===== config.mk =====
export PLATFORM = sky130hd
export DESIGN_NAME = lane_add_exec
export DESIGN_NICKNAME = d
export VERILOG_FILES = /design/src/rtl/lane_add_pkg.sv /design/src/rtl/lane_add_decode.sv /design/src/rtl/lane_add_regfile.sv /design/src/rtl/lane_add_fwd.sv /design/src/rtl/lane_add_alu.sv /design/src/rtl/lane_add_exec.sv
export SDC_FILE = /design/constraint.sdc
export NUM_CORES = 2
export LEC_CHECK = 0
export CAP_MARGIN = 25
export CORE_MARGIN = 3
export CORE_UTILIZATION = 29
export CTS_BUF_LIST = sky130_fd_sc_hd__clkbuf_16
export DETAILED_ROUTE_END_ITERATION = 12
export PLACE_DENSITY_LB_ADDON = 0.08
export SYNTH_ARGS = -nofsm -noshare
export SYNTH_HDL_FRONTEND = slang
export SYNTH_SLANG_ARGS = --single-unit

===== constraint.sdc =====
create_clock -name clk -period 5.4 [get_ports clk]
set_input_delay 0.54 -clock clk [delete_from_list [all_inputs] [get_ports clk]]
set_output_delay 0.54 -clock clk [all_outputs]
set_load 0.1 [all_outputs]

===== src/rtl/lane_add_pkg.sv =====
package lane_add_pkg;

    localparam int ILEN   = 32;
    localparam int REG_AW = 5;
    localparam int NREG   = 1 << REG_AW;

    localparam logic [6:0] OPC_REG_OP  = 7'b0110011;
    localparam logic [2:0] F3_LANE_ADD = 3'b000;
    localparam logic [6:0] F7_LANE_ADD = 7'b0000011;

    // Register-register instruction word, most significant field first
    typedef struct packed {
        logic [6:0]        funct7;
        logic [REG_AW-1:0] src2;
        logic [REG_AW-1:0] src1;
        logic [2:0]        funct3;
        logic [REG_AW-1:0] dst;
        logic [6:0]        opcode;
    } rr_word_t;

    typedef struct packed {
        logic              hit;
        logic              miss;
        logic [REG_AW-1:0] dst;
        logic [REG_AW-1:0] src1;
        logic [REG_AW-1:0] src2;
    } issue_dec_t;

    function automatic logic is_lane_add(input rr_word_t w);
        return (w.opcode == OPC_REG_OP) &&
               (w.funct3 == F3_LANE_ADD) &&
               (w.funct7 == F7_LANE_ADD);
    endfunction

endpackage


===== src/rtl/lane_add_decode.sv =====
module lane_add_decode
    import lane_add_pkg::*;
(
    input  logic            valid,
    input  logic [ILEN-1:0] word,
    output issue_dec_t      dec
);
    rr_word_t fields;
    logic     match;

    assign fields = rr_word_t'(word);
    assign match  = is_lane_add(fields);

    always_comb begin
        dec.hit  = valid && match;
        dec.miss = valid && !match;
        dec.dst  = fields.dst;
        dec.src1 = fields.src1;
        dec.src2 = fields.src2;
    end
endmodule


===== src/rtl/lane_add_regfile.sv =====
module lane_add_regfile
    import lane_add_pkg::*;
#(
    parameter int XLEN = 32
) (
    input  logic              clk,
    input  logic              rst,
    // unit writeback, wins over the secondary port
    input  logic              pw_en,
    input  logic [REG_AW-1:0] pw_addr,
    input  logic [XLEN-1:0]   pw_data,
    // secondary write port
    input  logic              sw_en,
    input  logic [REG_AW-1:0] sw_addr,
    input  logic [XLEN-1:0]   sw_data,
    // read ports
    input  logic [REG_AW-1:0] ra_a,
    input  logic [REG_AW-1:0] ra_b,
    input  logic [REG_AW-1:0] ra_o,
    output logic [XLEN-1:0]   rd_a,
    output logic [XLEN-1:0]   rd_b,
    output logic [XLEN-1:0]   rd_o
);
    logic [XLEN-1:0] mem [NREG];

    always_ff @(posedge clk) begin
        if (rst) begin
            for (int i = 0; i < NREG; i++) begin
                mem[i] <= '0;
            end
        end else begin
            for (int i = 1; i < NREG; i++) begin
                if (pw_en && pw_addr == REG_AW'(i)) begin
                    mem[i] <= pw_data;
                end else if (sw_en && sw_addr == REG_AW'(i)) begin
                    mem[i] <= sw_data;
                end
            end
        end
    end

    assign rd_a = (ra_a == '0) ? '0 : mem[ra_a];
    assign rd_b = (ra_b == '0) ? '0 : mem[ra_b];
    assign rd_o = (ra_o == '0) ? '0 : mem[ra_o];
endmodule


===== src/rtl/lane_add_fwd.sv =====
module lane_add_fwd
    import lane_add_pkg::*;
#(
    parameter int XLEN = 32
) (
    input  logic              pend_valid,
    input  logic [REG_AW-1:0] pend_dst,
    input  logic [XLEN-1:0]   pend_data,
    input  logic [REG_AW-1:0] src,
    input  logic [XLEN-1:0]   file_data,
    output logic [XLEN-1:0]   operand
);
    logic take_pend;

    assign take_pend = pend_valid && (pend_dst != '0) && (pend_dst == src);
    assign operand   = take_pend ? pend_data : file_data;
endmodule


===== src/rtl/lane_add_alu.sv =====
module lane_add_alu #(
    parameter int XLEN   = 32,
    parameter int LANE_W = 8
) (
    input  logic [XLEN-1:0] op_a,
    input  logic [XLEN-1:0] op_b,
    output logic [XLEN-1:0] sum
);
    localparam int NLANE = XLEN / LANE_W;

    for (genvar l = 0; l < NLANE; l++) begin : g_lane
        // lane-local add; the carry out is simply not kept
        assign sum[l*LANE_W +: LANE_W] = op_a[l*LANE_W +: LANE_W] + op_b[l*LANE_W +: LANE_W];
    end
endmodule


===== src/rtl/lane_add_exec.sv =====
module lane_add_exec
    import lane_add_pkg::*;
#(
    parameter int XLEN   = 32,
    parameter int LANE_W = 8
) (
    input  logic              clk,
    input  logic              rst,
    input  logic              issue_valid,
    input  logic [ILEN-1:0]   issue_word,
    output logic              unhandled,
    output logic              res_valid,
    output logic [REG_AW-1:0] res_rd,
    output logic [XLEN-1:0]   res_data,
    input  logic              ext_we,
    input  logic [REG_AW-1:0] ext_addr,
    input  logic [XLEN-1:0]   ext_wdata,
    input  logic [REG_AW-1:0] obs_addr,
    output logic [XLEN-1:0]   obs_data
);
    issue_dec_t        dec;
    logic [XLEN-1:0]   file_a, file_b;
    logic [XLEN-1:0]   opnd_a, opnd_b;
    logic [XLEN-1:0]   lane_sum;
    logic              pend_valid;
    logic [REG_AW-1:0] pend_dst;
    logic [XLEN-1:0]   pend_data;
    logic              wb_en;

    lane_add_decode u_dec (
        .valid (issue_valid),
        .word  (issue_word),
        .dec   (dec)
    );

    assign wb_en = pend_valid && (pend_dst != '0);

    lane_add_regfile #(.XLEN(XLEN)) u_rf (
        .clk     (clk),
        .rst     (rst),
        .pw_en   (wb_en),
        .pw_addr (pend_dst),
        .pw_data (pend_data),
        .sw_en   (ext_we),
        .sw_addr (ext_addr),
        .sw_data (ext_wdata),
        .ra_a    (dec.src1),
        .ra_b    (dec.src2),
        .ra_o    (obs_addr),
        .rd_a    (file_a),
        .rd_b    (file_b),
        .rd_o    (obs_data)
    );

    lane_add_fwd #(.XLEN(XLEN)) u_fwd_a (
        .pend_valid (pend_valid),
        .pend_dst   (pend_dst),
        .pend_data  (pend_data),
        .src        (dec.src1),
        .file_data  (file_a),
        .operand    (opnd_a)
    );

    lane_add_fwd #(.XLEN(XLEN)) u_fwd_b (
        .pend_valid (pend_valid),
        .pend_dst   (pend_dst),
        .pend_data  (pend_data),
        .src        (dec.src2),
        .file_data  (file_b),
        .operand    (opnd_b)
    );

    lane_add_alu #(.XLEN(XLEN), .LANE_W(LANE_W)) u_alu (
        .op_a (opnd_a),
        .op_b (opnd_b),
        .sum  (lane_sum)
    );

    // result stage: holds the writeback for one cycle and feeds the bypass
    always_ff @(posedge clk) begin
        if (rst) begin
            pend_valid <= 1'b0;
            pend_dst   <= '0;
            pend_data  <= '0;
        end else begin
            pend_valid <= dec.hit;
            if (dec.hit) begin
                pend_dst  <= dec.dst;
                pend_data <= lane_sum;
            end
        end
    end

    assign unhandled = dec.miss;
    assign res_valid = pend_valid;
    assign res_rd    = pend_dst;
    assign res_data  = pend_data;
endmodule


## Yosys cells after proc, flatten, opt, wreduce, memory -nomap -nowiden

Memory sizes are Yosys's and may differ from the RTL's.
Index checks and enable logic that the tools add are counted.

| operators by class | value |
|---|---|
| reductions and logical operators | 75 |
| add/sub/neg operators | 4 |
| eq/ne operators | 66 |
| bitwise logic cells | 62 |
| muxes and demuxes | 286 |

Operators by type and width:

| cell | number |
|---|---|
| 32-bit two-way mux | 67 |
| 1-bit two-way mux | 219 |
| 5-bit == test, second input constant | 32 |
| 5-bit by 4-bit == test with 1-bit output, second input constant | 16 |
| 1-bit logical AND | 69 |
| 1-bit OR | 62 |
| 5-bit by 3-bit == test with 1-bit output, second input constant | 8 |
| 8-bit adder | 4 |
| 5-bit by 2-bit == test with 1-bit output, second input constant | 4 |
| 5-bit logical NOT | 3 |
| 5-bit by 1-bit == test with 1-bit output, second input constant | 2 |
| 5-bit == test | 2 |
| 7-bit by 2-bit == test with 1-bit output, second input constant | 1 |
| 7-bit by 6-bit == test with 1-bit output, second input constant | 1 |
| 5-bit nonzero test | 1 |
| 3-bit logical NOT | 1 |
| 1-bit logical NOT | 1 |

| storage, ports and cells | value |
|---|---|
| bits in writable memories | 1024 |
| register bits after elaboration | 38 |
| memories | 1 |
| output and inout port bits | 71 |
| word-level logic and storage cells | 497 |

Memory list:

| name | depth | bits a word | read ports | clocked after Yosys merged registers in | wr ports | RTL line | source |
|---|---|---|---|---|---|---|---|
| u_rf.mem | 32 | 32 | 3 | 0 | 32 | lane_add_regfile.sv:24 | `logic [XLEN-1:0] mem [NREG];` |

## Longest topological paths before layout

| depth | value |
|---|---|
| depth after elaboration | 8 |
| mapped depth | 22 |
| depth with buffers taken out | 16 |

## Hierarchy

Synthesis repeated with hierarchy kept, for this count alone.

| unflattened totals | value |
|---|---|
| cells, all modules | 4938 |
| area total of the unflattened synthesis | 69465.4 µm² |

Modules (own cells, without submodules):

| module | cells an instance | times used | area each (µm²) |
|---|---|---|---|
| lane_add_regfile | 4540 | 1 | 65542.9 |
| lane_add_exec | 123 | 1 | 1343.8 |
| lane_add_alu | 162 | 1 | 1216.2 |
| lane_add_fwd | 45 | 2 | 594.3 |
| lane_add_decode | 23 | 1 | 173.9 |

## Worst setup path before layout

OpenSTA, ideal clock, no wires.

| timing path | value |
|---|---|
| path type | input to register |
| start | input issue_word[20] |
| end | register pend_data[15], in the netlist res_data[15] |
| buffers on the path | 5 |
| setup slack | 0.540 ns |
| required time | 5.267 ns |
| setup time | 0.133 ns |
| cell stages on the path | 18 |
| data arrival time | 4.726 ns |
| path through | buf_2 -> buf_4 -> buf_2 -> buf_1 -> buf_2 -> mux4_2 -> mux4_2 -> mux2i_1 -> o21ai_0 -> ha_1 -> a21oi_1 -> nor2b_1 -> o31ai_1 -> a211o_1 -> or3_1 -> a21boi_0 -> o31ai_1 -> a2111oi_2 |

| on the way | value |
|---|---|
| word-level cells in the longest chain between the ends | 4 |
| elaborated cells between the ends (all ways) | 7 |

RTL lines:

| item | RTL line | source |
|---|---|---|
| start, declared | lane_add_exec.sv:10 | `input logic [ILEN-1:0] issue_word,` |
| memory 32 x 32 bit (tied with other cells) | -- |  |
| 32-bit two-way mux / 1-bit logical AND (equally long branches) | lane_add_regfile.sv:43, lane_add_fwd.sv:15 |  |
| 32-bit two-way mux (*) | lane_add_fwd.sv:16 | `assign operand = take_pend ? pend_data : file_data;` |
| 8-bit adder (*) | lane_add_alu.sv:13 | `assign sum[l*LANE_W +: LANE_W] = op_a[l*LANE_W +: LANE_W] + op_b[l*LANE_W +: LANE_W];` |
| end signal, assigned | lane_add_exec.sv:89 | `pend_data <= lane_sum;` |
| end, declared | lane_add_exec.sv:27 | `logic [XLEN-1:0] pend_data;` |

Every way passes the cells marked *; elsewhere a longest branch is shown, timed or not.
A chain may end at the register's enable or synchronous reset.

## Worst setup path in the final report

| timing path | value |
|---|---|
| start | register pend_dst[2], in the netlist res_rd[2] |
| end | register pend_data[23], in the netlist res_data[23] |

| on the way | value |
|---|---|
| word-level cells in the longest chain between the ends | 5 |
| elaborated cells between the ends (all ways) | 9 |

RTL lines:

| item | RTL line | source |
|---|---|---|
| start, declared | lane_add_exec.sv:26 | `logic [REG_AW-1:0] pend_dst;` |
| start signal, assigned | lane_add_exec.sv:88 | `pend_dst <= dec.dst;` |
| 5-bit nonzero test | lane_add_fwd.sv:15 | `assign take_pend = pend_valid && (pend_dst != '0) && (pend_dst == src);` |
| 1-bit logical AND (2 in a row) | lane_add_fwd.sv:15 |  |
| 32-bit two-way mux | lane_add_fwd.sv:16 |  |
| 8-bit adder (*) | lane_add_alu.sv:13 |  |

Marks and branches as above.

==> out/qor.yml <==
worstPathCellList: "or3_1 > o21ai_0 > or4_1 > nand2_2 > buf_12 > nor2_1 > a21o_1 > ha_1 > a21o_1 > a21oi_1 > nor2b_1 > o21a_1 > o41ai_1 > buf_4 > nand2_1 > or4_1 > o311ai_1"
yosysWarnings: 0
crit_path_max_incr_delay_ns: 0.58
setup_viol: 0
criticalPathCategory: "flop to flop"
min_path_cells: 3
maxCapViolations: 0
post_drt_wl_per_cell_um: 43.6
rsz0062_at_grt: "false"
cts_root_buf: "clkbuf_16"
leakagePower_nw: 25.9
die_x_um: 490
final.setup_skew_ns: 0.0388
die_h_um: 490
finalCriticalPeriod_ns: 4.45
fp.dieArea_um2: 241000
crit_path_end_kind: "flop"
worstSetupStartpointType: "flop"
yosysSeqAreaShare_pct: 44.9
internal_power_mw: 16.7
max_freq_mhz: 225
rows: 177
start_util_pct: 29.2
cp_slowest_cell: "dfxtp_1"
grt_usage_pct: 29.0
drt_iter0_markers: 6206
clk_path_buf_depth: 3
num_io_pins: 149
pwr-share-clk_pct: 40.5
area_growth_pct: 16.7
grt_start_max_net_pins: 91
crit_buf_inv: 2
seq_power_share_pct: 40.6
slew_violations: 0
drt_pass1_iterations: 6
portBuffers: 148
synth.distinct_cells: 78
yosysTopAreaCell: "edfxtp_1"
syn-instance-count: 4980
cts_setup_buffers: 0
multi_input_area_um2: 35500
avgSynthCellArea_um2: 13.7
p_comb_share_pct: 18.9
tightest_slew_ns: 1.21
netlist_top_cells_count: "edfxtp_1, mux4_2, a22o_1"
power_density_nw_per_um2: 295
postCtsHoldBufs: 0
irDropWorstVdd_v: 0.000227
r2r_cells: 17
max_slew_margin_pct: 19.5
ys_ff_latch: 1030
dp_hpwl_mm: 217
crit_cells: 17
vias: 51600
worstSkewPairLatency_ns: 0.81
register_area_um2: 30500
netSwitchingFraction_pct: 28.8
clock_sinks: 1030
antenna_found_initial: 17
crit_family: "simple AND/OR/NAND/NOR gates"
drive_gt1_share_pct: 32.5
grt_pass1_wl_mm: 477
first_global_vias: 50400
ctsResizeCount: 0
core_region_area_um2: 233000
htreeDepth: 4
async_flop_share_pct: 0
place.gp.congestion: 0.850
cts_tree: "built"
switchingPower_mw: 6.75
status: "finished clean"
fin_nets: 5050
avgViaCountPerCell: 6.30
numCtsBuffers: 138
clkTransAtPathRegs_ns: 0.06
hold_violations: 0
min_period_over_period_pct: 82.5
overflow: 0
synth_top_area_share_pct: 43.8
routed_wl_mm: 357
power.total_mw: 23.4
reg2reg_setup_slack_ns: 0.95
synth_area_leaders: "edfxtp_1, mux4_2, a22o_1"
hp-class: "input pin to flop"
synth_edf_count: 992
critPathMaxFanout: 16
drcViolationCount: 0
synth_fp_nets: 5090
arrival_ns: 5.15
finalSetupTns_ns: 0
synth.most_common_cell: "edfxtp_1"
ant_nets: 0
fillers: 22500
synth_area_um2: 68100
worstPathRequired_ns: 6.10
synthFlopType: "edfxtp_1"
[metrics by stage]
step                hold slack, ns  setup slack (ns)  util (%)  instance area, um2  instances
floorplan                    0.676             0.540         -               68100       4980
global placement             0.445             0.320      32.1               74700       7924
global route                 0.287             0.807      34.1               79400       8185
finish                       0.300             0.946      34.1               79400       8194
CTS                          0.261              1.01      34.1               79400       8181
detailed placement           0.449             0.387      32.1               74900       7932
[flip-flops by register name (all words and copies together), names as in the netlist]
name and count:
u_rf.mem 992, res_data 32, res_rd 5, res_valid 1
[worst register-to-register path, stage by stage, from the launching register on]
cell      delay [ns]
dfxtp_1         0.58
or3_1           0.35
o21ai_0         0.20
or4_1           0.58
nand2_2         0.13
buf_12          0.17
nor2_1          0.10
a21o_1          0.17
ha_1            0.28
a21o_1          0.26
a21oi_1         0.26
nor2b_1         0.09
o21a_1          0.20
o41ai_1         0.25
buf_4           0.21
nand2_1         0.05
or4_1           0.40
o311ai_1        0.08
[cells in the final DEF (no fill, tap or decap), types with 49 or more instances in the layout]
master | Yosys | layout
clkdlybuf4s50_1 | 0 | 93
o21ai_0 | 514 | 512
buf_12 | 2 | 62
clkbuf_16 | 0 | 145
edfxtp_1 | 992 | 992
inv_1 | 16 | 49
a22o_1 | 632 | 632
nor2_1 | 82 | 81
mux2i_1 | 87 | 87
mux2_2 | 128 | 128
nand2_1 | 607 | 602
mux4_2 | 825 | 825
buf_4 | 5 | 324
[layout make-up]
type / instances / area share [%]
Sequential cell: 1030 / 38.5
Tap cell: 3132 / 4.93
Antenna cell: 13 / 0.0409
Clock buffer: 145 / 4.57
Multi-Input combinational cell: 3257 / 44.7
Timing Repair Buffer: 495 / 6.08
Inverter: 18 / 0.101
Clock inverter: 104 / 1.15
[metal layers]
metal / GRT usage (%) / part of all wire [%] / vias up
li1: - / - / 20400
met1: 37.9 / 40 / 27900
met2: 46.7 / 47 / 2705
met3: 5.41 / 7.1 / 650
met4: 13.5 / 5.2 / 12
met5: 0 / 0.022 / -
[final timing paths]
check,from,endpoint
worst min-delay path,issue_word[11],res_rd[4]$_SDFFE_PP0P_
worst max register to register,res_rd[2]$_SDFFE_PP0P_,res_data[23]$_SDFFE_PP0P_
worst max-delay path,res_rd[2]$_SDFFE_PP0P_,res_data[23]$_SDFFE_PP0P_
worst min register to register,res_data[0]$_SDFFE_PP0P_,res_data[0]$_SDFFE_PP0P_
[kinds of logic after synthesis]
logic type	count (synthesis)	synth area share [%]
adder cells (fa/ha/maj)	32	0.632
buffers and inverters	693	4.10
AND/OR/NAND/NOR	847	5.15
XOR/XNOR	32	0.412
flip-flops	1030	44.9
multiplexers	1058	31.4
AO/OA/AOI/OAI	1288	13.5
[power by group through the flow]
stage	combinational [mW]	clock, mW	sequential, mW
3_5_place_dp	4.41	0	9.66
5_1_grt	4.56	9.95	9.55
2_1_floorplan	2.77	0	9.54
3_3_place_gp	4.40	0	9.64
6_report	4.42	9.49	9.51
4_1_cts	4.42	9.64	9.49
Note: power is estimated with default switching activity, not from simulation.
